[src/rtl/rtg_pkg.sv]
package rtg_pkg;
  localparam int HW  = 9;        // horizontal register width
  localparam int VW  = 11;       // vertical register width
  localparam int PSW = 2;        // prescale select width
  localparam int PCW = 2;        // prescale counter width (max divide 4)
  localparam int LPW = HW + 2;   // full-line position width

  typedef struct packed {
    logic [HW-1:0] h_total;
    logic [HW:0]   h_disp_on;
    logic [HW-1:0] h_disp_off;
    logic [HW:0]   h_blank_on;
    logic [HW:0]   h_blank_off;
    logic [HW:0]   h_sync_on;
    logic [VW-1:0] v_total;
    logic [VW-1:0] v_blank_on;
    logic [VW-1:0] v_blank_off;
    logic [VW-1:0] v_disp_on;
    logic [VW-1:0] v_disp_off;
    logic [VW-1:0] v_sync_on;
    logic          h_pol;
    logic          v_pol;
    logic [PSW-1:0] presc;
    logic          ilace;
    logic          dbl;
  } rtg_cfg_t;

  // last prescale count for a select value: divide 1, 2, or 4
  function automatic logic [PCW-1:0] presc_last(input logic [PSW-1:0] sel);
    if (sel == PSW'(0))      return PCW'(0);
    else if (sel == PSW'(1)) return PCW'(1);
    else                     return PCW'(3);
  endfunction
endpackage

[src/rtl/rtg_hcount.sv]
module rtg_hcount
  import rtg_pkg::*;
(
  input  logic           clk,
  input  logic           rst_n,
  input  logic           run,
  input  logic [PSW-1:0] presc,
  input  logic [HW-1:0]  h_total,
  output logic [PCW-1:0] pc,
  output logic [HW:0]    hpos,
  output logic           hhalf,
  output logic           half_end
);
  logic [HW:0]    hlast;
  logic [PCW-1:0] plast;
  logic           tick;

  assign hlast    = {1'b0, h_total} + (HW+1)'(1);
  assign plast    = presc_last(presc);
  assign tick     = run && (pc == plast);
  assign half_end = tick && (hpos == hlast);

  always_ff @(posedge clk or negedge rst_n) begin
    if (!rst_n) begin
      pc    <= '0;
      hpos  <= '0;
      hhalf <= 1'b0;
    end else if (run) begin
      pc <= tick ? '0 : pc + PCW'(1);
      if (tick) begin
        if (hpos == hlast) begin
          hpos  <= '0;
          hhalf <= ~hhalf;
        end else begin
          hpos <= hpos + (HW+1)'(1);
        end
      end
    end
  end

  assert_pc_bound_R2: assert property (@(posedge clk) disable iff (!rst_n)
    pc <= plast);
  assert_pace_R2: assert property (@(posedge clk) disable iff (!rst_n)
    (run && !tick) |=> $stable(hpos));
  assert_hpos_range_R3: assert property (@(posedge clk) disable iff (!rst_n)
    hpos <= hlast);
endmodule

[src/rtl/rtg_vcount.sv]
module rtg_vcount
  import rtg_pkg::*;
(
  input  logic          clk,
  input  logic          rst_n,
  input  logic          half_end,
  input  logic [VW-1:0] v_total,
  input  logic          ilace_next,
  output logic [VW-1:0] vcnt,
  output logic          field_st,
  output logic          frame_wrap
);
  assign frame_wrap = half_end && (vcnt == v_total);

  always_ff @(posedge clk or negedge rst_n) begin
    if (!rst_n) begin
      vcnt     <= '0;
      field_st <= 1'b0;
    end else if (half_end) begin
      if (frame_wrap) begin
        vcnt     <= '0;
        field_st <= ilace_next ? ~field_st : 1'b0;
      end else begin
        vcnt <= vcnt + VW'(1);
      end
    end
  end

  assert_vcnt_range_R5: assert property (@(posedge clk) disable iff (!rst_n)
    vcnt <= v_total);
  assert_vstep_R5: assert property (@(posedge clk) disable iff (!rst_n)
    (half_end && !frame_wrap) |=> (vcnt == $past(vcnt) + VW'(1)));
  assert_vhold_R5: assert property (@(posedge clk) disable iff (!rst_n)
    !half_end |=> $stable(vcnt));
endmodule

[src/rtl/rtg_decode.sv]
module rtg_decode
  import rtg_pkg::*;
(
  input  logic          clk,
  input  logic          rst_n,
  input  logic          run,
  input  logic [HW-1:0] h_total,
  input  logic [HW:0]   h_disp_on,
  input  logic [HW-1:0] h_disp_off,
  input  logic [HW:0]   h_blank_on,
  input  logic [HW:0]   h_blank_off,
  input  logic [HW:0]   h_sync_on,
  input  logic [VW-1:0] v_blank_on,
  input  logic [VW-1:0] v_blank_off,
  input  logic [VW-1:0] v_disp_on,
  input  logic [VW-1:0] v_disp_off,
  input  logic [VW-1:0] v_sync_on,
  input  logic          h_pol,
  input  logic          v_pol,
  input  logic          ilace,
  input  logic          dbl,
  input  logic [HW:0]   hpos,
  input  logic          hhalf,
  input  logic [VW-1:0] vcnt,
  input  logic          field_st,
  output logic          hsync,
  output logic          vsync,
  output logic          hblank,
  output logic          vblank,
  output logic          disp_en,
  output logic          field,
  output logic          line_repeat
);
  logic [LPW-1:0] hn, cur, p_don, p_doff, p_bon, p_boff, p_son;
  logic           h_de, h_bl, h_sy, v_de, v_bl, v_sy, rep;
  logic [VW-1:0]  vrel;
  logic           hs_act_q, vs_act_q, hpol_q, vpol_q;

  // map a {half, offset} compare value onto the full-line position axis
  function automatic logic [LPW-1:0] to_line(input logic [HW:0] pt, input logic [LPW-1:0] n);
    return pt[HW] ? n + LPW'(pt[HW-1:0]) : LPW'(pt[HW-1:0]);
  endfunction

  assign hn     = LPW'(h_total) + LPW'(2);
  assign cur    = hhalf ? hn + LPW'(hpos) : LPW'(hpos);
  assign p_don  = to_line(h_disp_on, hn);
  assign p_doff = hn + LPW'(h_disp_off);
  assign p_bon  = to_line(h_blank_on, hn);
  assign p_boff = to_line(h_blank_off, hn);
  assign p_son  = to_line(h_sync_on, hn);

  assign h_de = (cur >= p_don) && (cur < p_doff);
  assign h_bl = !((cur >= p_boff) && (cur < p_bon));
  assign h_sy = (cur >= p_son);

  assign v_de = (vcnt >= v_disp_on) && (vcnt < v_disp_off);
  assign v_bl = !((vcnt >= v_blank_off) && (vcnt < v_blank_on));
  assign v_sy = (vcnt >= v_sync_on);

  assign vrel = vcnt - v_disp_on;
  assign rep  = dbl && !ilace && v_de && vrel[1];

  always_ff @(posedge clk or negedge rst_n) begin
    if (!rst_n) begin
      hs_act_q    <= 1'b0;
      vs_act_q    <= 1'b0;
      hpol_q      <= 1'b0;
      vpol_q      <= 1'b0;
      hblank      <= 1'b0;
      vblank      <= 1'b0;
      disp_en     <= 1'b0;
      field       <= 1'b0;
      line_repeat <= 1'b0;
    end else if (run) begin
      hs_act_q    <= h_sy;
      vs_act_q    <= v_sy;
      hpol_q      <= h_pol;
      vpol_q      <= v_pol;
      hblank      <= h_bl;
      vblank      <= v_bl;
      disp_en     <= h_de && v_de;
      field       <= field_st;
      line_repeat <= rep;
    end
  end

  assign hsync = hpol_q ? hs_act_q : ~hs_act_q;
  assign vsync = vpol_q ? vs_act_q : ~vs_act_q;

  assert_sync_in_blank_R4: assert property (@(posedge clk) disable iff (!rst_n)
    (hs_act_q && $past(run && (p_son >= p_bon))) |-> hblank);
  assert_rep_excl_R9: assert property (@(posedge clk) disable iff (!rst_n)
    line_repeat |-> $past(dbl && !ilace));
endmodule

[src/rtl/raster_timing_gen.sv]
module raster_timing_gen
  import rtg_pkg::*;
(
  input  logic           clk,
  input  logic           rst_n,
  input  logic [HW-1:0]  cfg_h_total,
  input  logic [HW:0]    cfg_h_disp_on,
  input  logic [HW-1:0]  cfg_h_disp_off,
  input  logic [HW:0]    cfg_h_blank_on,
  input  logic [HW:0]    cfg_h_blank_off,
  input  logic [HW:0]    cfg_h_sync_on,
  input  logic [VW-1:0]  cfg_v_total,
  input  logic [VW-1:0]  cfg_v_blank_on,
  input  logic [VW-1:0]  cfg_v_blank_off,
  input  logic [VW-1:0]  cfg_v_disp_on,
  input  logic [VW-1:0]  cfg_v_disp_off,
  input  logic [VW-1:0]  cfg_v_sync_on,
  input  logic           cfg_h_pol,
  input  logic           cfg_v_pol,
  input  logic [PSW-1:0] cfg_presc,
  input  logic           cfg_interlace,
  input  logic           cfg_double,
  output logic           hsync,
  output logic           vsync,
  output logic           hblank,
  output logic           vblank,
  output logic           disp_en,
  output logic           field,
  output logic           line_repeat
);
  rtg_cfg_t       cfg_in, sh;
  logic           init_q;
  logic [PCW-1:0] pc;
  logic [HW:0]    hpos;
  logic           hhalf, half_end, frame_wrap, field_st;
  logic [VW-1:0]  vcnt;

  assign cfg_in = '{h_total: cfg_h_total, h_disp_on: cfg_h_disp_on,
                    h_disp_off: cfg_h_disp_off, h_blank_on: cfg_h_blank_on,
                    h_blank_off: cfg_h_blank_off, h_sync_on: cfg_h_sync_on,
                    v_total: cfg_v_total, v_blank_on: cfg_v_blank_on,
                    v_blank_off: cfg_v_blank_off, v_disp_on: cfg_v_disp_on,
                    v_disp_off: cfg_v_disp_off, v_sync_on: cfg_v_sync_on,
                    h_pol: cfg_h_pol, v_pol: cfg_v_pol, presc: cfg_presc,
                    ilace: cfg_interlace, dbl: cfg_double};

  // shadow set: loaded once after reset, then only at the frame wrap
  always_ff @(posedge clk or negedge rst_n) begin
    if (!rst_n) begin
      init_q <= 1'b1;
      sh     <= '0;
    end else begin
      init_q <= 1'b0;
      if (init_q || frame_wrap) sh <= cfg_in;
    end
  end

  rtg_hcount u_hcount (
    .clk(clk), .rst_n(rst_n), .run(!init_q), .presc(sh.presc),
    .h_total(sh.h_total), .pc(pc), .hpos(hpos), .hhalf(hhalf),
    .half_end(half_end)
  );

  rtg_vcount u_vcount (
    .clk(clk), .rst_n(rst_n), .half_end(half_end), .v_total(sh.v_total),
    .ilace_next(cfg_interlace), .vcnt(vcnt), .field_st(field_st),
    .frame_wrap(frame_wrap)
  );

  rtg_decode u_decode (
    .clk(clk), .rst_n(rst_n), .run(!init_q),
    .h_total(sh.h_total), .h_disp_on(sh.h_disp_on), .h_disp_off(sh.h_disp_off),
    .h_blank_on(sh.h_blank_on), .h_blank_off(sh.h_blank_off),
    .h_sync_on(sh.h_sync_on), .v_blank_on(sh.v_blank_on),
    .v_blank_off(sh.v_blank_off), .v_disp_on(sh.v_disp_on),
    .v_disp_off(sh.v_disp_off), .v_sync_on(sh.v_sync_on),
    .h_pol(sh.h_pol), .v_pol(sh.v_pol), .ilace(sh.ilace), .dbl(sh.dbl),
    .hpos(hpos), .hhalf(hhalf), .vcnt(vcnt), .field_st(field_st),
    .hsync(hsync), .vsync(vsync), .hblank(hblank), .vblank(vblank),
    .disp_en(disp_en), .field(field), .line_repeat(line_repeat)
  );

  assert_field_zero_R8: assert property (@(posedge clk) disable iff (!rst_n)
    !sh.ilace |-> !field_st);
  assert_frame_start_R10: assert property (@(posedge clk) disable iff (!rst_n)
    frame_wrap |=> (vcnt == '0 && hpos == '0 && pc == '0));
endmodule

[config.mk]
export PLATFORM = sky130hd
export DESIGN_NAME = raster_timing_gen
export DESIGN_NICKNAME = d
export VERILOG_FILES = /design/src/rtl/rtg_pkg.sv /design/src/rtl/rtg_hcount.sv /design/src/rtl/rtg_vcount.sv /design/src/rtl/rtg_decode.sv /design/src/rtl/raster_timing_gen.sv
export SDC_FILE = /design/constraint.sdc
export NUM_CORES = 1
export LEC_CHECK = 0
export CAP_MARGIN = 10
export CORE_AREA = 2 2 192 194
export CTS_BUF_LIST = sky130_fd_sc_hd__clkbuf_16
export DETAILED_ROUTE_END_ITERATION = 6
export DIE_AREA = 0 0 194 196
export DONT_BUFFER_PORTS = 1
export SLEW_MARGIN = 15
export SYNTH_ARGS = -nofsm -noshare
export SYNTH_HDL_FRONTEND = slang
export SYNTH_SLANG_ARGS = --single-unit
export TNS_END_PERCENT = 100
[constraint.sdc]
create_clock -name clk -period 11.1 [get_ports clk]
set_input_delay 1.665 -clock clk [delete_from_list [all_inputs] [get_ports clk]]
set_output_delay 1.665 -clock clk [all_outputs]
set_load 0.1 [all_outputs]
# == Word level (Yosys, flattened, before mapping) ==
# Cells that the tools add are included.
# classes
n_addsub,12
n_mul,0
n_div,0
n_lt_le_gt_ge,10
n_eq_ne,4
shift,0
mux,13
bitwise,5
n_reduce_logical,20
# op_table
cell,n
$ge A11 B11 Y1,6
$mux W11,6
$add A11 B9 Y11,5
$lt A11 B11 Y1,4
$add A11 B1 Y11 const B,1
$add A11 B10 Y11,1
$eq A11 B11 Y1,1
$logic_and A1 B1 Y1,11
$add A10 B1 Y10 const B,1
$add A9 B1 Y10 const B,1
$add A9 B2 Y10 const B,1
$eq A10 B10 Y1,1
$mux W10,1
$mux W2,3
$not A1 Y1,5
$logic_not A1 Y1,4
$reduce_and A2 Y1,2
$mux W1,3
$reduce_and A3 Y1,1
$add A2 B1 Y2 const B,1
$eq A2 B1 Y1 const B,1
$eq A2 B2 Y1,1
$logic_not A2 Y1,1
$sub A2 B2 Y2,1
$logic_or A1 B1 Y1,1
# totals
reg_bits,165
latchBits,0
ramBits,0
mem_bits_ro,0
input_bits,132
out_inout_bits,7
word_cells,96
mem_count,0

# == Logic depth before layout (Yosys ltp) ==
# Gate-level depths: netlist of run 1.
# logic_depth
ltp_word,8
depth_mapped,18

# == By module ==
# From an unflattened synthesis of run 1, not the netlist that was laid out.
# hier_totals
cells_unflattened,1185
area_unflattened_um2,12769.7
# by_module_without_submodules
mod,n_inst,cells_each,area_each_um2,seq_area_each_um2
rtg_decode,1,715,5562.8,225.2
raster_timing_gen,1,278,5380.2,3279.4
rtg_hcount,1,121,1109.8,325.3
rtg_vcount,1,71,716.9,300.3

# == Worst setup path before layout of run 1 ==
# Ideal clock, no wire load.
# synth_timing
path_kind,flip-flop to flip-flop
startpoint,reg sh[122] (netlist name)
endpoint,reg u_decode.hblank
arrival_time_ns,3.945
required_time_ns,10.974
path_slack_ns,7.029
path_stages_with_launch,18
path_buffers,0
period_less_slack_ns,4.071
path_cell_list,dfrtp_1 > ha_1 > xor2_1 > ha_1 > o21ai_0 > a21boi_0 > o21ai_0 > a21boi_0 > o21a_1 > or3_1 > a31oi_1 > ha_1 > nand3_1 > a21oi_1 > o41ai_1 > a21boi_0 > o311a_1 > o32a_1
# synth_between
elab_chain_len,6
word_cells_on_any_way,11
classes_between,add/sub (4); order compare (2); mux (3); reduce/logical (2)
# synth_rtl
item,line_no,text
start: declaration,raster_timing_gen.sv:31,"rtg_cfg_t cfg_in, sh;"
start signal: assignment,raster_timing_gen.sv:54,if (init_q || frame_wrap) sh <= cfg_in;
$add A9 B2 Y10 *,rtg_decode.sv:44,assign hn = LPW'(h_total) + LPW'(2);
$add A11 B10 Y11 / $add A11 B9 Y11 (equally long branches),"rtg_decode.sv:45, rtg_decode.sv:41",
"$mux W11, on equally long branches","rtg_decode.sv:45, rtg_decode.sv:41",
$ge A11 B11 Y1 / $lt A11 B11 Y1 (equally long branches),rtg_decode.sv:53,assign h_bl = !((cur >= p_boff) && (cur < p_bon));
$logic_and A1 B1 Y1 *,rtg_decode.sv:53,
$logic_not A1 Y1 *,rtg_decode.sv:53,
end signal: assignment,rtg_decode.sv:79,hblank <= h_bl;
end: declaration,rtg_decode.sv:28,"output logic hblank,"
# Every way passes the cells marked *; elsewhere a longest branch is shown, timed or not.
# A chain may end at the register's enable or synchronous reset.

# == Worst setup path in the final report of run 1 ==
# Ends and elaborated chain as after synthesis.

==> impl_results.md, run 1 <==
- Detailed placement HPWL: 22.4 mm
- Clk Tree Root Cell: sky130_fd_sc_hd__clkbuf_16
- Vias in the first global route: 8900
- Slowest cell on the critical path: sky130_fd_sc_hd__xor2_1
- GP Congestion: 0.882
- Post-CTS Resized: 0
- Total power consumption of the routed design: 2080 uW
- Clock latency at the later pin of the worst-skew pair: 0.44 ns
- Fraction of layout cells with a size suffix above 1: 17.5%
- Critical path type: flop to flop
- Fraction of synthesized cell area in xor and xnor cells: 4.80%
- Path class of the lowest-slack min-delay path: flop to flop
- Initial antenna violation count: 4
- Required time of the critical path: 11.42 ns
- Kind of start point of the critical path: flop
- Met2 routed wirelength: around 14 mm
- Fraction of synthesized area in multiplexers: ~17%
- Crit-path cells: ha_1 > xor2_1 > ha_1 > o21ai_0 > a21boi_0 > o21ai_0 > a21boi_0 > o21a_1 > or3_1 > a31oi_1 > ha_1 > nand3_1 > a21oi_1 > o41ai_1 > a21boi_0 > o311a_1 > o32a_1
- Setup violation total in the final timing report: 0
- Initial Utilization: between 30 and 40%
- Post-Place Cells: roughly 1.6k
- Post-synth EDFFs: 0
- Post-CTS setup repair buffer count: 0
- Measured slew at the worst slew-check pin: 1.15 ns
- Final TNS setup: 0 ns
- Number of buffers added on ports: 0
- Area fraction of the dominant cell type after synthesis: 33.1%
- Number of standard cells in the final layout excluding fillers: around 1.7k
- Num Clock Sinks: 165
- Combinational family with the most area after synthesis: adder cells
- Relative slew slack: a little under a quarter
- Crit path DAT: 5.40 ns
- Part of the Yosys area used for sequential elements: between 30% and 40%
- Highest achievable clock rate: 0.197 GHz
- Hold-fix buffers, CTS: 0
- Most numerous cell types in the synthesized netlist: sky130_fd_sc_hd__dfrtp_1, sky130_fd_sc_hd__ha_1, sky130_fd_sc_hd__inv_1
- Simple-gate share of the synthesized area: approximately 8.9%
- Final Routed Wirelength: approximately 31 mm
- Maxcap violations: 0
- Netlist Area Pre-Place: 12400 sq um
- Number of nets in the final layout: ~1.5k
- Pins Over Slew Limit: 0
- Sum of overflow across all layers after global routing: 0
- Drc violations: 0
- Endpoint kind of the worst setup timing path: flop
- Crit path max fanout: 10
- Proportion of register bits with asynchronous set or reset after synthesis: between 90% and 100%
- Total via count in the routed design: 8647
- TritonCTS clock tree: built
- Sum of buffers and inverters on the critical path: 0
- Floorplan die area: 38000 sq um
- Violation count after the first detailed-routing iteration: 443
- Standard-cell rows: 70
- Max IR drop VDD: 124 uV
- #FFs+latches synth: 165
- Top routing layer in use: met5
- Net count of the mapped netlist: ~1.5k
- Synthesized-area fraction occupied by ao, oa, aoi and oai cells: 13.0%
- Hold Path Cell Cnt: 1
- Static leakage power: 0.00655 uW
- Most area-consuming cells after synthesis: sky130_fd_sc_hd__dfrtp_1, sky130_fd_sc_hd__ha_1, sky130_fd_sc_hd__mux2_4, sky130_fd_sc_hd__mux2_2, sky130_fd_sc_hd__inv_1
- Post-route met1 wirelength: 14.1 mm
- Setup clock skew after layout: 0.0180 ns
- Share of power burned in the clock network: 31.0%
- Pin count of the biggest net entering global routing: ~170
- Final hold violation count: 0
- Time the worst path needs with I/O delays and setup: roughly 5 ns
- Pwr Density: 154 nW/um^2
- Clock input transition at the sequential cells of the worst setup and hold paths: 0.08 ns
- Die boundary width: 194 um
- Core Region: roughly 36000 sq um
- Sequential share of power: a little over a third
- Number of clock buffers inserted by TritonCTS: 17
- Deepest clock path buffer count: 2
- Net switching share of the total power: 35.5%
- Net Sw Power: 738 uW
- Avg Vias per Cell: between 5 and 6
- Layout-stage area growth over the synthesis result: 9.17%
- Power Internal: approximately 1300 uW
- Cell count after synthesis: 1171
- Slowest stage delay, CP: 0.83 ns
- Number of detailed-route iterations in the first pass: 5
- Tot GR Track Use: roughly 17%
- Vertical die dimension: 196 um
- H-tree level count: 4
- Register-to-Register Path Depth: 17
- Routed wl met3: 2.03 mm
- IO Count: 139
- Cell variety after synth: 64
- Run status: finished, final reports clean
- Cell family contributing the most delay on the critical path: compound AO/OA/AOI/OAI gates
- Syn_area_per_cell: 10.6 sq um
- Part of the cycle the worst path needs: 45.8%
- Dominant cell type by area after synthesis: sky130_fd_sc_hd__dfrtp_1
- Routed wire length per instance: about 19 um
- Setup repair after global routing missed its margin: false
- Adder-cell share of the synthesized area: 17.7%
- Fraction of power consumed by combinational cells: 33.4%
- Logic depth of the worst path, buffers included: 17
- Main synth FF type: sky130_fd_sc_hd__dfrtp_1
- Wire length of the first global-routing pass: 49.9 mm
- Final ANT Viol Nets: 0
- Number of warnings issued by yosys: 0
## final cells by class
class	count	area (sq um)
Fill cell	3568	22500
Multi-Input combinational cell	871	7690
Sequential cell	165	4130
Tap cell	468	586
Clock buffer	17	425
Inverter	102	383
Clock inverter	15	206
Timing Repair Buffer	15	113
Antenna cell	1	2.50
## power groups by stage
stage | clock [uW] | sequential, uW | combinational [uW]
after global routing | 687 | 752 | 785
after floorplan | 0 | 717 | 560
after detailed placement | 0 | 752 | 688
final | 645 | 740 | 694
after global placement | 0 | 751 | 673
after CTS | 666 | 741 | 693
## kinds of logic after synthesis
kind of cell | after synthesis
compound gates | 250
fa+ha+maj | 172
flops | 165
buf+inv | 135
other cells | 1
simple gates | 220
xor+xnor | 68
mux | 160
## final timing paths
kind	from	end	slack [ns]
worst max register to register	sh[122]	u_decode.hblank	6.02
max in group asynchronous	rst_n	init_q	9.78
worst min-delay path	sh[1]	sh[1]	0.51
min in group asynchronous	rst_n	sh[77]	0.92
worst max-delay path	sh[122]	u_decode.hblank	6.02
worst min register to register	sh[1]	sh[1]	0.51
## registers in the layout (all words and copies together) (netlist names)
register,count
u_vcount.vcnt,11
init_q,1
u_hcount.hhalf,1
u_decode.vpol_q,1
u_hcount.pc,2
u_decode.line_repeat,1
u_hcount.hpos,10
u_decode.disp_en,1
u_decode.vblank,1
u_decode.hpol_q,1
u_vcount.field_st,1
u_decode.field,1
sh,130
u_decode.vs_act_q,1
u_decode.hs_act_q,1
u_decode.hblank,1
## worst reg2reg max path, stage by stage (launching register included)
cell	delay, ns
sky130_fd_sc_hd__dfrtp_1	0.68
sky130_fd_sc_hd__ha_1	0.38
sky130_fd_sc_hd__xor2_1	0.83
sky130_fd_sc_hd__ha_1	0.43
sky130_fd_sc_hd__o21ai_0	0.11
sky130_fd_sc_hd__a21boi_0	0.14
sky130_fd_sc_hd__o21ai_0	0.23
sky130_fd_sc_hd__a21boi_0	0.15
sky130_fd_sc_hd__o21a_1	0.20
sky130_fd_sc_hd__or3_1	0.31
sky130_fd_sc_hd__a31oi_1	0.19
sky130_fd_sc_hd__ha_1	0.27
sky130_fd_sc_hd__nand3_1	0.09
sky130_fd_sc_hd__a21oi_1	0.04
sky130_fd_sc_hd__o41ai_1	0.08
sky130_fd_sc_hd__a21boi_0	0.15
sky130_fd_sc_hd__o311a_1	0.35
sky130_fd_sc_hd__o32a_1	0.34
## stage by stage
stage               hold slack (ns)  area, sq um  utilization [%]  setup slack [ns]
finish                        0.506        13500             37.5              6.02
detailed placement            0.493        12900             35.8              6.08
CTS                           0.509        13500             37.5              6.02
global route                  0.526        13500             37.5              5.64
global placement              0.489        12900             35.8              6.16
floorplan                     0.470        12400                -              7.03
## per-layer routing
layer	up-vias	track usage, %
met4	4	4.91
met1	4136	21.8
li1	4243	-
met2	222	27.2
met3	42	4.92
met5	-	0
## placed cells by master (no fill, tap or decap), types with 17 or more instances in the layout
master                        n
sky130_fd_sc_hd__ha_1       164
sky130_fd_sc_hd__dfrtp_1    164
sky130_fd_sc_hd__inv_1      102
sky130_fd_sc_hd__mux2_4     100
sky130_fd_sc_hd__o21ai_0     65
sky130_fd_sc_hd__nand2_1     54
sky130_fd_sc_hd__a21oi_1     53
sky130_fd_sc_hd__mux2_2      45
sky130_fd_sc_hd__nor2_1      41
sky130_fd_sc_hd__xnor2_1     33
sky130_fd_sc_hd__xor2_1      33
sky130_fd_sc_hd__nor3_1      28
sky130_fd_sc_hd__a21o_1      27
sky130_fd_sc_hd__nand3_1     25
sky130_fd_sc_hd__clkbuf_16   17
Note: power is estimated with default switching activity, not from simulation.
==> run 2, diff against run 1 <==
==> constraint.sdc (replaced) <==
create_clock -name clk -period 4.2 [get_ports clk]
set_input_delay 0.63 -clock clk [delete_from_list [all_inputs] [get_ports clk]]
set_output_delay 0.63 -clock clk [all_outputs]
set_load 0.1 [all_outputs]
==> impl_results.md, run 2 (same netlist as run 1, synthesis figures left out) <==
- IO Count: 139 (unchanged)
- Final hold violation count: 164 (was 0)
- Drc violations: 0 (unchanged)
- Critical path type: flop to flop (unchanged)
- Core Region: 36100 sq um (unchanged)
- Number of buffers added on ports: 0 (unchanged)
- Share of power burned in the clock network: 29.9% (was 31.0%)
- Maxcap violations: 0 (unchanged)
- Endpoint kind of the worst setup timing path: flop (unchanged)
- Detailed placement HPWL: 23.6 mm (was 22.4 mm)
- Final Routed Wirelength: 31.8 mm (was 31.1 mm)
- Power Internal: 3630 uW (was 1340 uW)
- Initial Utilization: 34.4% (unchanged)
- H-tree level count: 4 (unchanged)
- Layout-stage area growth over the synthesis result: 11.4% (was 9.17%)
- Slowest cell on the critical path: sky130_fd_sc_hd__dfrtp_1 (was sky130_fd_sc_hd__xor2_1)
- Clock input transition at the sequential cells of the worst setup and hold paths: 0.07 ns (was 0.08 ns)
- TritonCTS clock tree: built (unchanged)
- Vias in the first global route: 8835 (was 8900)
- Num Clock Sinks: 165 (unchanged)
- Violation count after the first detailed-routing iteration: 443 (unchanged)
- Highest achievable clock rate: 0.249 GHz (was 0.197 GHz)
- Register ranked first by flip-flop count: sh (unchanged)
- Commonest non-fill, non-tap cell in the layout: sky130_fd_sc_hd__ha_1
- Required time of the critical path: 4.52 ns (was 11.42 ns)
- GP Congestion: 0.867 (was 0.882)
- Pins Over Slew Limit: 0 (unchanged)
- Vertical die dimension: 196 um (unchanged)
- Clk Tree Root Cell: sky130_fd_sc_hd__clkbuf_16 (unchanged)
- Fraction of layout cells with a size suffix above 1: 20.2% (was 17.5%)
- End of the worst register-to-register path: u_decode.hblank (unchanged)
- Sum of buffers and inverters on the critical path: 2 (was 0)
- Critical Path Source: sh[123] (was sh[122])
- Max IR drop VDD: 641 uV (was 124 uV)
- Tot GR Track Use: 16.9% (was 16.8%)
- Number of nets in the final layout: 1501 (was 1474)
- Commonest non-fill, non-tap cells in the layout: sky130_fd_sc_hd__ha_1, sky130_fd_sc_hd__dfrtp_1, sky130_fd_sc_hd__inv_1 (unchanged)
- Time the worst path needs with I/O delays and setup: 4.02 ns (was 5.08 ns)
- Slowest stage delay, CP: 0.39 ns (was 0.83 ns)
- Die boundary width: 194 um (unchanged)
- Sequential share of power: 35.4% (was 35.6%)
- Largest registers in the final layout: sh (130), u_vcount.vcnt (11), u_hcount.hpos (10) (unchanged)
- Setup violation total in the final timing report: 0 (unchanged)
- Total via count in the routed design: 8860 (was 8647)
- Number of detailed-route iterations in the first pass: 5 (unchanged)
- Initial antenna violation count: 8 (was 4)
- Cell area after layout: 13800 sq um (was 13500 sq um)
- Final TNS setup: 0 ns (unchanged)
- Pwr Density: 401 nW/um^2 (was 154 nW/um^2)
- Standard-cell rows: 70 (unchanged)
- Register-to-Register Path Depth: 17 (unchanged)
- Setup clock skew after layout: 0.0197 ns (was 0.0180 ns)
- Max FFs per register: 130 (unchanged)
- Net switching share of the total power: 34.4% (was 35.5%)
- Worst-case setup slack after placement: -0.0207 ns (was 6.08 ns)
- Deepest clock path buffer count: 2 (unchanged)
- Logic depth of the worst path, buffers included: 17 (unchanged)
- Crit path max fanout: 4 (was 10)
- Avg Vias per Cell: 5.27 (was 5.23)
- Critical Path Most Common Cell: sky130_fd_sc_hd__ha_1
- Last element of the critical path: u_decode.hblank (unchanged)
- Measured slew at the worst slew-check pin: 0.989 ns (was 1.15 ns)
- Failing checks: hold timing
- Kind of start point of the critical path: flop (unchanged)
- Static leakage power: 0.00671 uW (was 0.00655 uW)
- Post-Place Cells: 1645 (was 1621)
- Part of the cycle the worst path needs: 95.7% (was 45.8%)
- Cell family contributing the most delay on the critical path: compound AO/OA/AOI/OAI gates (unchanged)
- Sum of overflow across all layers after global routing: 0 (unchanged)
- Crit path setup slack, layout: 0.182 ns (was 6.02 ns)
- Worst hold margin: -0.117 ns (was 0.506 ns)
- Relative slew slack: 34.1% (was 23.2%)
- Routed wire length per instance: 18.9 um (was 18.8 um)
- DP Area: 13100 sq um (was 12900 sq um)
- Crit path DAT: 4.34 ns (was 5.40 ns)
- Number of standard cells in the final layout excluding fillers: 1682 (was 1654)
- Crit-path cells: ha_1 > buf_4 > nand2_1 > nor2_1 > xor2_2 > buf_4 > ha_1 > o21a_1 > or3_1 > a31oi_1 > ha_1 > nand3_1 > a21oi_1 > o41ai_1 > a21boi_0 > o311a_1 > o32a_1 (was ha_1 > xor2_1 > ha_1 > o21ai_0 > a21boi_0 > o21ai_0 > a21boi_0 > o21a_1 > or3_1 > a31oi_1 > ha_1 > nand3_1 > a21oi_1 > o41ai_1 > a21boi_0 > o311a_1 > o32a_1)
- Run status: finished with violations (was finished, final reports clean)
- Floorplan die area: 38000 sq um (unchanged)
- Startpoint of the most critical register-to-register path: sh[123] (was sh[122])
- Fraction of power consumed by combinational cells: 34.6% (was 33.4%)
- Path class of the lowest-slack min-delay path: input port to asynchronous set/reset pin (was flop to flop)
- Clock latency at the later pin of the worst-skew pair: 0.45 ns (was 0.44 ns)
- Net Sw Power: 1910 uW (was 738 uW)
- Pin count of the biggest net entering global routing: 166 (unchanged)
- Register-to-Register Setup Slack: 0.18 ns (was 6.02 ns)
- Number of clock buffers inserted by TritonCTS: 17 (unchanged)
- Final ANT Viol Nets: 0 (unchanged)
- Wire length of the first global-routing pass: 50.0 mm (was 49.9 mm)
[run 2: changes by cell type in the layout (fill, tap and decap cells not counted), moves of 3 or more]
| cell | delta |
|---|---|
| sky130_fd_sc_hd__buf_4 | +25 |
| sky130_fd_sc_hd__a21boi_0 | -3 |
| sky130_fd_sc_hd__dfrtp_1 | -4 |
| sky130_fd_sc_hd__dfrtp_2 | +4 |
| sky130_fd_sc_hd__o21ai_0 | -9 |
| sky130_fd_sc_hd__clkinv_2 | +4 |
| sky130_fd_sc_hd__a21boi_1 | +3 |
| sky130_fd_sc_hd__xor2_1 | -3 |
| sky130_fd_sc_hd__o21ai_1 | +8 |
| sky130_fd_sc_hd__clkinv_8 | -3 |
[run 2: metal layers]
layer / GRT usage, % / part of all wire [%]
met4: 5.02 / 2.0
met2: 28.2 / 47
met1: 21.2 / 44
met5: 0 / 0.11
met3: 4.83 / 6.6
[run 2: repair_timing]
action,4_1_cts,5_1_grt
setup endpoints to repair,1,3
setup buffers,0,3
endpoints found under the hold margin,164,164
gates resized for setup,2,25
[run 2: worst register-to-register path: stages (launching register included)]
cell and delay (ns):
sky130_fd_sc_hd__dfrtp_1 0.39, sky130_fd_sc_hd__ha_1 0.31, sky130_fd_sc_hd__buf_4 0.19, sky130_fd_sc_hd__nand2_1 0.07, sky130_fd_sc_hd__nor2_1 0.17, sky130_fd_sc_hd__xor2_2 0.31
sky130_fd_sc_hd__buf_4 0.23, sky130_fd_sc_hd__ha_1 0.27, sky130_fd_sc_hd__o21a_1 0.13, sky130_fd_sc_hd__or3_1 0.30, sky130_fd_sc_hd__a31oi_1 0.19, sky130_fd_sc_hd__ha_1 0.27
sky130_fd_sc_hd__nand3_1 0.09, sky130_fd_sc_hd__a21oi_1 0.04, sky130_fd_sc_hd__o41ai_1 0.08, sky130_fd_sc_hd__a21boi_0 0.16, sky130_fd_sc_hd__o311a_1 0.35, sky130_fd_sc_hd__o32a_1 0.35
[run 2: final cells by class]
cell class                 count  area [sq um]
antenna                        2          5.00
clock buffer                  17           425
clock inverter                15           178
fill                        3596         22300
inverter                     102           383
multi-input combinational    871          7760
sequential                   165          4140
tap                          468           586
timing repair buffer          42           340
[run 2: worst min path at each step]
stage | start | end | slack (ns) | cells after the start
6_report | rst_n | sh[88] | -0.12 | 0
5_1_grt | rst_n | sh[126] | -0.16 | 0
4_1_cts | rst_n | sh[115] | -0.15 | 0
3_5_place_dp | rst_n | sh[87] | 0.34 | 0
3_3_place_gp | rst_n | sh[87] | 0.34 | 0
2_1_floorplan | rst_n | sh[0] | 0.33 | 0
[run 2: power groups by stage]
stage | clock network, uW | logic (uW) | registers, uW
floorplan | 0 | 1480 | 1890
global placement | 0 | 1830 | 1980
detailed placement | 0 | 1870 | 1990
CTS | 1720 | 1890 | 1960
global route | 1780 | 2150 | 1990
finish | 1660 | 1920 | 1960
[run 2: per-stage QoR]
step,utilization [%],total power (uW)
2_1_floorplan,-,3380
3_3_place_gp,36.3,3820
3_5_place_dp,36.3,3860
4_1_cts,38.0,5560
5_1_grt,38.3,5920
6_report,38.3,5530
==> run 3, diff against run 2 <==
--- a/config.mk
+++ b/config.mk
@@ -5,14 +5,16 @@
 export SDC_FILE = /design/constraint.sdc
 export NUM_CORES = 1
 export LEC_CHECK = 0
+export ABC_CLOCK_PERIOD_IN_PS = 4200
 export CAP_MARGIN = 10
-export CORE_AREA = 2 2 192 194
+export CORE_AREA = 2 2 195 197
 export CTS_BUF_LIST = sky130_fd_sc_hd__clkbuf_16
 export DETAILED_ROUTE_END_ITERATION = 6
-export DIE_AREA = 0 0 194 196
+export DIE_AREA = 0 0 197 199
 export DONT_BUFFER_PORTS = 1
 export SLEW_MARGIN = 15
 export SYNTH_ARGS = -nofsm -noshare
 export SYNTH_HDL_FRONTEND = slang
+export SYNTH_HIERARCHICAL = 1
 export SYNTH_SLANG_ARGS = --single-unit
 export TNS_END_PERCENT = 100
==> impl_results.md, run 3 <==
- Final hold violation count: 164 (unchanged)
- Violation count after the first detailed-routing iteration: 504 (was 443)
- Final ANT Viol Nets: 0 (unchanged)
- Fraction of power consumed by combinational cells: 37.3% (was 34.6%)
- Maxcap violations: 0 (unchanged)
- Final Routed Wirelength: 32.1 mm (was 31.8 mm)
- Number of buffers added on ports: 0 (unchanged)
- Clock input transition at the sequential cells of the worst setup and hold paths: 0.07 ns (about the same)
- Core Region: 37100 sq um (was 36100 sq um)
- Worst-case setup slack after placement: -0.259 ns (was -0.0207 ns)
- Net switching share of the total power: 35.3% (was 34.4%)
- Clock latency at the later pin of the worst-skew pair: 0.46 ns (was 0.45 ns)
- Routed wire length per instance: 18.7 um (was 18.9 um)
- Fillers: 3676 (was 3596)
- GP Congestion: 0.903 (was 0.867)
- TritonCTS clock tree: built (unchanged)
- Kind of start point of the critical path: flop (unchanged)
- Slowest stage delay, CP: 0.41 ns (was 0.39 ns)
- Register ranked first by flip-flop count: sh (unchanged)
- Required time of the critical path: 4.60 ns (was 4.52 ns)
- IO Count: 139 (unchanged)
- Part of the Yosys area used for sequential elements: 32.3% (was 33.3%)
- Initial Utilization: 34.4% (about the same)
- Total power consumption of the routed design: 5650 uW (was 5530 uW)
- Commonest non-fill, non-tap cells in the layout: sky130_fd_sc_hd__dfrtp_1, sky130_fd_sc_hd__ha_1, sky130_fd_sc_hd__inv_1 (was sky130_fd_sc_hd__ha_1, sky130_fd_sc_hd__dfrtp_1, sky130_fd_sc_hd__inv_1)
- Footprint of the multi-input gates: 8020 sq um (was 7760 sq um)
- Vias in the first global route: 9068 (was 8835)
- Detailed placement HPWL: 24.3 mm (was 23.6 mm)
- Initial antenna violation count: 5 (was 8)
- Cell variety after synth: 89 (was 64)
- Number of warnings issued by yosys: 6 (was 0)
- Endpoint kind of the worst setup timing path: flop (unchanged)
- Number of clock buffers inserted by TritonCTS: 17 (unchanged)
- Netlist Area Pre-Place: 12800 sq um (was 12400 sq um)
- Fraction of layout cells with a size suffix above 1: 21.9% (was 20.2%)
- Setup violation total in the final timing report: 0 (unchanged)
- Static leakage power: 0.00673 uW (was 0.00671 uW)
- Post-route met1 wirelength: 13.6 mm (was 13.9 mm)
- Proportion of register bits with asynchronous set or reset after synthesis: 100% (unchanged)
- Number of nets in the final layout: 1530 (was 1501)
- Vertical die dimension: 199 um (was 196 um)
- Crit path max fanout: 11 (was 4)
- Num Clock Sinks: 165 (unchanged)
- Crit path setup slack, layout: 0.148 ns (was 0.182 ns)
- Tot GR Track Use: 17.0% (was 16.9%)
- Share of power burned in the clock network: 28.3% (was 29.9%)
- Dominant cell type by area after synthesis: sky130_fd_sc_hd__dfrtp_1 (unchanged)
- Crit path DAT: 4.45 ns (was 4.34 ns)
- Net count of the mapped netlist: 1487 (was 1473)
- Worst hold margin: -0.121 ns (was -0.117 ns)
- Clk Tree Root Cell: sky130_fd_sc_hd__clkbuf_16 (unchanged)
- Area taken by flip-flops and latches: 4130 sq um (was 4140 sq um)
- Sum of buffers and inverters on the critical path: 3 (was 2)
- Startpoint of the most critical register-to-register path: sh[123] (unchanged)
- Most area-consuming cells after synthesis: sky130_fd_sc_hd__dfrtp_1, sky130_fd_sc_hd__ha_1, sky130_fd_sc_hd__mux2_4, sky130_fd_sc_hd__mux2_2, sky130_fd_sc_hd__xnor2_1 (was sky130_fd_sc_hd__dfrtp_1, sky130_fd_sc_hd__ha_1, sky130_fd_sc_hd__mux2_4, sky130_fd_sc_hd__mux2_2, sky130_fd_sc_hd__inv_1)
- Area fraction of the dominant cell type after synthesis: 32.1% (was 33.1%)
- Run status: finished with violations (unchanged)
- Slowest cell on the critical path: sky130_fd_sc_hd__a2111oi_1 (was sky130_fd_sc_hd__dfrtp_1)
- Post-synth EDFFs: 0 (unchanged)
- Drc violations: 0 (unchanged)
- Standard-cell rows: 71 (was 70)
- Power Internal: 3660 uW (was 3630 uW)
- Pins Over Slew Limit: 0 (unchanged)
- H-tree level count: 4 (unchanged)
- Layout-stage area growth over the synthesis result: 10.8% (was 11.4%)
- Highest achievable clock rate: 0.247 GHz (was 0.249 GHz)
- Time the worst path needs with I/O delays and setup: 4.05 ns (was 4.02 ns)
- Measured slew at the worst slew-check pin: 1.02 ns (was 0.989 ns)
- Critical Path Most Common Cell: sky130_fd_sc_hd__buf_4 (was sky130_fd_sc_hd__ha_1)
- Part of the cycle the worst path needs: 96.5% (was 95.7%)
- Critical path type: flop to flop (unchanged)
- Critical Path Source: sh[123] (unchanged)
- Crit-path cells: buf_4 > buf_4 > and4_4 > nand2_1 > xnor2_2 > ha_1 > a21oi_2 > o21ai_0 > nand2_1 > xnor2_1 > mux2_2 > buf_4 > ha_1 > a2111oi_1 > o21a_1 > o21ai_0 > a311oi_2 > o32a_1 (was ha_1 > buf_4 > nand2_1 > nor2_1 > xor2_2 > buf_4 > ha_1 > o21a_1 > or3_1 > a31oi_1 > ha_1 > nand3_1 > a21oi_1 > o41ai_1 > a21boi_0 > o311a_1 > o32a_1)
- Wire length of the first global-routing pass: 50.3 mm (was 50.0 mm)
- Cell family contributing the most delay on the critical path: compound AO/OA/AOI/OAI gates (unchanged)
- Pwr Density: 400 nW/um^2 (was 401 nW/um^2)
- Deepest clock path buffer count: 2 (unchanged)
- Top routing layer in use: met5 (unchanged)
- Floorplan die area: 39200 sq um (was 38000 sq um)
- Met2 routed wirelength: 15.4 mm (was 15.1 mm)
- Net Sw Power: 1990 uW (was 1910 uW)
- Sequential share of power: 34.3% (was 35.4%)
- Sum of overflow across all layers after global routing: 0 (unchanged)
- Avg Vias per Cell: 5.21 (was 5.27)
- Routed wl met3: 2.30 mm (was 2.11 mm)
- Relative slew slack: 31.8% (was 34.1%)
- Setup clock skew after layout: 0.0188 ns (was 0.0197 ns)
- Total via count in the routed design: 8940 (was 8860)
- Largest registers in the final layout: sh (130), u_vcount/vcnt (11), u_hcount/hpos (10) (was sh (130), u_vcount.vcnt (11), u_hcount.hpos (10))
- Pin count of the biggest net entering global routing: 166 (unchanged)
- Most numerous cell types in the synthesized netlist: sky130_fd_sc_hd__dfrtp_1, sky130_fd_sc_hd__ha_1, sky130_fd_sc_hd__inv_1 (unchanged)
- Number of detailed-route iterations in the first pass: 4 (was 5)
- Utilization after layout: 38.1% (was 38.3%)
- Path class of the lowest-slack min-delay path: input port to asynchronous set/reset pin (unchanged)
- #FFs+latches synth: 165 (unchanged)
- Die boundary width: 197 um (was 194 um)
- Cell count after synthesis: 1185 (was 1171)
- Syn_area_per_cell: 10.8 sq um (was 10.6 sq um)
- Failing checks: hold timing (unchanged)
- Max FFs per register: 130 (unchanged)
- Max IR drop VDD: 287 uV (was 641 uV)
- Main synth FF type: sky130_fd_sc_hd__dfrtp_1 (unchanged)
run 3: cell count changes after synthesis, sizes merged, moves of 5 or more:
cell | previous run | this run
a21o | 27 | 22
nand2 | 55 | 49
nand4 | 11 | 16
nor2 | 43 | 58
nor3 | 28 | 19
xnor2 | 35 | 52
xor2 | 33 | 19
run 3: repair_timing:
| item | in CTS | in global routing |
|---|---|---|
| setup buffers | 0 | 3 |
| pin swaps | 1 | 3 |
| setup endpoints to repair | 3 | 3 |
| resized for setup | 5 | 21 |
| hold endpoints to repair | 164 | 164 |
run 3: final timing paths:
path	to	slack [ns]	depth (start not counted)
setup / recovery	u_decode/hblank	0.15	18
hold / removal	sh[126]	-0.12	0
setup reg to reg	u_decode/hblank	0.15	18
hold reg to reg	u_decode/vpol_q	0.50	1
max in group asynchronous	sh[114]	3.95	0
min in group clk	sh[69]	0.31	1
run 3: cell type report:
class,instances,area share [%]
Clock inverter,14,1.08
Inverter,104,2.76
Tap cell,474,4.19
Timing Repair Buffer,51,3.00
Multi-Input combinational cell,889,56.7
Clock buffer,17,3.01
Sequential cell,165,29.2
Antenna cell,3,0.0531
run 3: metrics by stage:
step | area, sq um | setup TNS (ns) | cells | hold slack (ns)
detailed placement | 13500 | -0.351 | 1680 | 0.345
global placement | 13500 | -0.140 | 1680 | 0.344
floorplan | 12800 | 0 | 1185 | 0.334
CTS | 14100 | 0 | 1711 | -0.167
finish | 14100 | 0 | 1717 | -0.121
global route | 14100 | -0.0793 | 1714 | -0.152
run 3: logic make-up (layout without fill, tap and decap cells):
group / after synthesis / after routing / share of synthesized area, %
flops: 165 / 165 / 32.3
xor+xnor: 71 / 71 / 4.87
compound gates: 246 / 246 / 13.0
fa+ha+maj: 173 / 173 / 17.2
simple gates: 236 / 236 / 9.83
mux: 162 / 162 / 17.1
other cells: 1 / 4 / 0.0294
buf+inv: 131 / 186 / 5.58
run 3: routing by layer:
layer	up-vias	global-route usage (%)
li1	4352	-
met1	4320	19.9
met2	209	28.9
met3	53	5.68
met4	6	5.99
met5	-	0
run 3: worst register-to-register path: stages, from the launching register on:
cell,delay [ns]
sky130_fd_sc_hd__dfrtp_1,0.36
sky130_fd_sc_hd__buf_4,0.12
sky130_fd_sc_hd__buf_4,0.16
sky130_fd_sc_hd__and4_4,0.24
sky130_fd_sc_hd__nand2_1,0.08
sky130_fd_sc_hd__xnor2_2,0.31
sky130_fd_sc_hd__ha_1,0.33
sky130_fd_sc_hd__a21oi_2,0.21
sky130_fd_sc_hd__o21ai_0,0.14
sky130_fd_sc_hd__nand2_1,0.11
sky130_fd_sc_hd__xnor2_1,0.08
sky130_fd_sc_hd__mux2_2,0.30
sky130_fd_sc_hd__buf_4,0.17
sky130_fd_sc_hd__ha_1,0.21
sky130_fd_sc_hd__a2111oi_1,0.41
sky130_fd_sc_hd__o21a_1,0.22
sky130_fd_sc_hd__o21ai_0,0.11
sky130_fd_sc_hd__a311oi_2,0.27
sky130_fd_sc_hd__o32a_1,0.18
run 3: power groups by stage:
stage,registers [uW],clock network [uW],logic [uW]
after floorplan,1910,0,1590
after global placement,1960,0,2020
after detailed placement,1970,0,2060
after CTS,1940,1670,2080
after global routing,1970,1720,2370
final,1940,1600,2110
